**config.mk**
```make
export PLATFORM = sky130hd
export DESIGN_NAME = ptg_gen
export DESIGN_NICKNAME = d
export VERILOG_FILES = /design/src/rtl/ptg_pkg.sv /design/src/rtl/ptg_ctrl.sv /design/src/rtl/ptg_seed_guard.sv /design/src/rtl/ptg_shift_reg.sv /design/src/rtl/ptg_gen.sv
export SDC_FILE = /design/constraint.sdc
export NUM_CORES = 1
export LEC_CHECK = 0
export BUFFER_PORTS_ARGS = -buffer_cell sky130_fd_sc_hd__buf_2
export CAP_MARGIN = 40
export CORE_AREA = 3 3 40 42
export DETAILED_ROUTE_END_ITERATION = 6
export DIE_AREA = 0 0 43 45
export PLACE_DENSITY_LB_ADDON = 0.08
export SYNTH_ARGS = -nofsm -noshare
export SYNTH_HDL_FRONTEND = slang
export SYNTH_SLANG_ARGS = --single-unit
```
**constraint.sdc**
```tcl
create_clock -name clk -period 1.43 [get_ports clk]
set_input_delay 0.2145 -clock clk [delete_from_list [all_inputs] [get_ports clk]]
set_output_delay 0.2145 -clock clk [all_outputs]
set_load 0.005 [all_outputs]
```
**src/rtl/ptg_pkg.sv**
```systemverilog
package ptg_pkg;

    // Action decoded for each clock edge
    typedef enum logic [1:0] {
        CTL_HOLD = 2'd0,
        CTL_STEP = 2'd1,
        CTL_LOAD = 2'd2,
        CTL_INIT = 2'd3
    } ctl_e;

endpackage

```
**src/rtl/ptg_ctrl.sv**
```systemverilog
module ptg_ctrl
    import ptg_pkg::*;
(
    input  logic rst,
    input  logic load,
    input  logic en,
    output ctl_e ctl
);

    // Priority: reset, then load, then enable
    always_comb begin
        unique casez ({rst, load, en})
            3'b1??:  ctl = CTL_INIT;
            3'b01?:  ctl = CTL_LOAD;
            3'b001:  ctl = CTL_STEP;
            default: ctl = CTL_HOLD;
        endcase
    end

endmodule

```
**src/rtl/ptg_seed_guard.sv**
```systemverilog
module ptg_seed_guard #(
    parameter int              WIDTH      = 4,
    parameter logic [WIDTH-1:0] RESET_SEED = 4'b1000
) (
    input  logic [WIDTH-1:0] seed_in,
    output logic [WIDTH-1:0] seed_safe
);

    // An all-zero seed would lock the register; substitute the reset seed
    always_comb begin
        if (seed_in == '0) seed_safe = RESET_SEED;
        else               seed_safe = seed_in;
    end

endmodule

```
**src/rtl/ptg_shift_reg.sv**
```systemverilog
module ptg_shift_reg
    import ptg_pkg::*;
#(
    parameter int              WIDTH      = 4,
    parameter logic [WIDTH-1:0] RESET_SEED = 4'b1000
) (
    input  logic             clk,
    input  ctl_e             ctl,
    input  logic [WIDTH-1:0] seed_safe,
    output logic [WIDTH-1:0] q,
    output logic             fb
);

    localparam int TAP_HI = WIDTH - 1;
    localparam int TAP_LO = 0;

    assign fb = q[TAP_HI] ^ q[TAP_LO];

    // State register
    always_ff @(posedge clk) begin
        unique case (ctl)
            CTL_INIT: q <= RESET_SEED;
            CTL_LOAD: q <= seed_safe;
            CTL_STEP: q <= {fb, q[WIDTH-1:1]};
            CTL_HOLD: q <= q;
            default:  q <= q;
        endcase
    end

endmodule

```
**src/rtl/ptg_gen.sv**
```systemverilog
module ptg_gen
    import ptg_pkg::*;
#(
    parameter int              WIDTH      = 4,
    parameter logic [WIDTH-1:0] RESET_SEED = 4'b1000
) (
    input  logic             clk,
    input  logic             rst,
    input  logic             en,
    input  logic             seed_load,
    input  logic [WIDTH-1:0] seed,
    output logic [WIDTH-1:0] x,
    output logic             f
);

    ctl_e             ctl;
    logic [WIDTH-1:0] seed_safe;

    ptg_ctrl u_ctrl (
        .rst  (rst),
        .load (seed_load),
        .en   (en),
        .ctl  (ctl)
    );

    ptg_seed_guard #(
        .WIDTH      (WIDTH),
        .RESET_SEED (RESET_SEED)
    ) u_guard (
        .seed_in   (seed),
        .seed_safe (seed_safe)
    );

    ptg_shift_reg #(
        .WIDTH      (WIDTH),
        .RESET_SEED (RESET_SEED)
    ) u_sr (
        .clk       (clk),
        .ctl       (ctl),
        .seed_safe (seed_safe),
        .q         (x),
        .fb        (f)
    );

endmodule

```
==> impl_metrics.tcl <==
set metrics [dict create \
    cts_tree "done" \
    drc 0 \
    finalMaxSlewViolations 0 \
    cap_violations 0 \
    post-route-util_pct 24.73 \
    fin_skew_ns 0.001158 \
    tightest_slew_ns 0.2092 \
    htree_levels 1 \
    crit_fanout 3 \
    worstHoldEndpoint "u_sr.q[3]$_DFFE_PP_" \
    syn2layout_area_growth_pct 46.82 \
    synth-seq-area-share_pct 55.49 \
    finalSetupViolCount 0 \
    nNetsFinal 44 \
    synth_flop_cell "edfxtp_1" \
    reg2reg_slack_ns 0.41 \
    cts_max_path_buffers 2 \
    die-area_um2 1935 \
    postCtsSetupRepairBufs 0 \
    finalNonFillerCells 49 \
    grt_pass1_vias 229 \
    via_per_inst 4.408 \
    status "completed" \
    path_delay_family "flip-flops" \
    startpoint "u_sr.q[3]$_DFFE_PP_" \
    fmax_ghz 0.8079 \
    synthesis.area_um2 216.5 \
    place_congestion 0.7110 \
    reg_top3 "u_sr.q: 4 flops" \
    maxSlewHeadroom_pct 86.00 \
    dp_cells 46 \
    antenna_found_initial 0 \
    power_density_nw_per_um2 1040 \
    crit_buf_inv 1 \
    end_kind "output port" \
    dieWidth_um 43 \
    worstHoldPathType "primary input to flip-flop" \
    vias 216 \
    largest_reg_flops 4 \
    crit_path_start_kind "flip-flop" \
    async_flop_share_pct 0 \
    rows 13 \
    yosys-top-cells-area "edfxtp_1 (55%), nand3b_1 (10%), a21oi_1 (6.9%)" \
    io_buffers 12 \
    clkSinkCount 4 \
    ant_nets 0 \
    antenna_cells 0 \
    totalWireLength_um 565 \
    ys_top_cells_by_count "edfxtp_1 (4), a21oi_1 (3), nand2_1 (3), nand3b_1 (3)" \
    layout-drive-gt1-share_pct 47.06 \
    fin_crit_sh_pct 86.56 \
    slowest_delay_ns 0.41 \
    cts_buffers 3 \
    total_leakage_power_nw 0.1337 \
    path_clk_slew_ns 0.03 \
    top_level_ports 13 \
    synthCells 19 \
    setup_tns_ns 0 \
    root_buffer "clkbuf_4" \
    start_util_pct 16.85 \
    fill_cells 150 \
    grtUsageTotal_pct 7.525 \
    post-route-min-period_ns 1.238 \
    r2r_cells 2 \
    synth-seq-cells 4 \
    critPathSlowestCell "edfxtp_1" \
    worstPathArrival_ns 1.02 \
    overflow 0 \
    hold_depth 2 \
    r2r-start "u_sr.q[3]$_DFFE_PP_" \
    dr.pass1.iters 4 \
    clock_latency_ns 0.23 \
    core_um2 1285 \
    top_register "u_sr.q" \
    worstSetupPathType "flip-flop to output port" \
    vdd_ir_drop_max_mv 0.2761 \
    synth.avg_cell_area_um2 11.39 \
    r2r_end "u_sr.q[3]$_DFFE_PP_" \
    grt_max_degree 10 \
    synth.top_cell.area_share_pct 55.49 \
    yosysMostFrequentCell "edfxtp_1" \
    hold_violations 0 \
    synth.yosys.warnings 0 \
    cts-hold-fix-buffers 0 \
    synth_edf_count 4 \
    hp-start "seed[3]" \
    die_h_um 45 \
    grt_pass1_wl_um 938 \
    timing.critical_path.cells "xor2_1 > buf_2" \
    rsz0062_at_grt "no" \
    routedWlPerCell_um 11.53 \
    syn-num-nets 27 \
    synth_top_cell_by_area "edfxtp_1" \
    worst_ep_required_time_ns 1.22 \
    drtIter0Drc 8 \
    ys_types 10 \
    cts-resized-gates 0 \
]
==> per-layer routing <==
layer	vias to the layer above	part of all wire, %	global-route usage (%)
met5	-	0	0
met4	0	2.5	12.65
met3	2	8.3	3.187
met2	16	46	10.18
met1	95	43	6.585
li1	103	-	-
==> area by class of cell <==
type                       instances  area, µm²  area share [%]
tap                               15      18.77           5.906
clock buffer                       3      22.52           7.087
timing repair buffer              12      60.06           18.90
sequential                         4      120.1           37.80
multi-input combinational         15      96.34           30.31
==> where the power goes <==
| group | total (mW) | switching [mW] | internal [mW] | leakage [nW] |
|---|---|---|---|---|
| sequential | 0.145 | 0.00485 | 0.140 | 0.0428 |
| clock | 0.137 | 0.0430 | 0.0936 | 0.0138 |
| combinational | 0.0489 | 0.0239 | 0.0250 | 0.0771 |
| total | 0.330 | 0.0718 | 0.259 | 0.134 |
==> worst max path at each step <==
stage | to | slack [ns] | cells after the start
finish | f | 0.19 | 2
global route | f | 0.14 | 2
CTS | f | 0.17 | 2
detailed placement | u_sr.q[3]$_DFFE_PP_ | 0.26 | 2
global placement | u_sr.q[0]$_DFFE_PP_ | 0.25 | 2
floorplan | u_sr.q[3]$_DFFE_PP_ | 0.43 | 2
==> logic make-up (layout without fill, tap and decap cells) <==
kind of cell	count (synthesis)	in the layout	synth area share [%]
AND/OR/NAND/NOR	10	10	28.90
buffers and inverters	0	15	0
AO/OA/AOI/OAI	4	4	11.56
flip-flops	4	4	55.49
XOR/XNOR	1	1	4.047
==> through the flow <==
stage          total power, mW  worst slack (ns)  cell area [µm²]  hold WS [ns]
2_1_floorplan           0.1649            0.4277            216.5        0.4031
3_3_place_gp            0.1966            0.2482            295.3        0.5432
3_5_place_dp            0.1970            0.2560            295.3        0.5496
4_1_cts                 0.3385            0.1650            317.8        0.3106
5_1_grt                 0.3484            0.1370            317.8        0.3227
6_report                0.3305            0.1922            317.8        0.3153
==> cell usage in the layout, fill, tap and decap left out <==
cell type / synthesis / layout
clkbuf_4: 0 / 3
buf_2: 0 / 12
nand2_1: 3 / 3
nand3b_1: 3 / 3
nor3_1: 1 / 1
or3b_1: 1 / 1
or2b_1: 1 / 1
o32a_1: 1 / 1
or3_2: 1 / 1
xor2_1: 1 / 1
a21oi_1: 3 / 3
edfxtp_1: 4 / 4
==> worst register-to-register path, stage by stage (launching register included) <==
cell      delay, ns
edfxtp_1       0.41
xor2_1         0.18
o32a_1         0.17
Note: power is estimated with default switching activity, not from simulation.
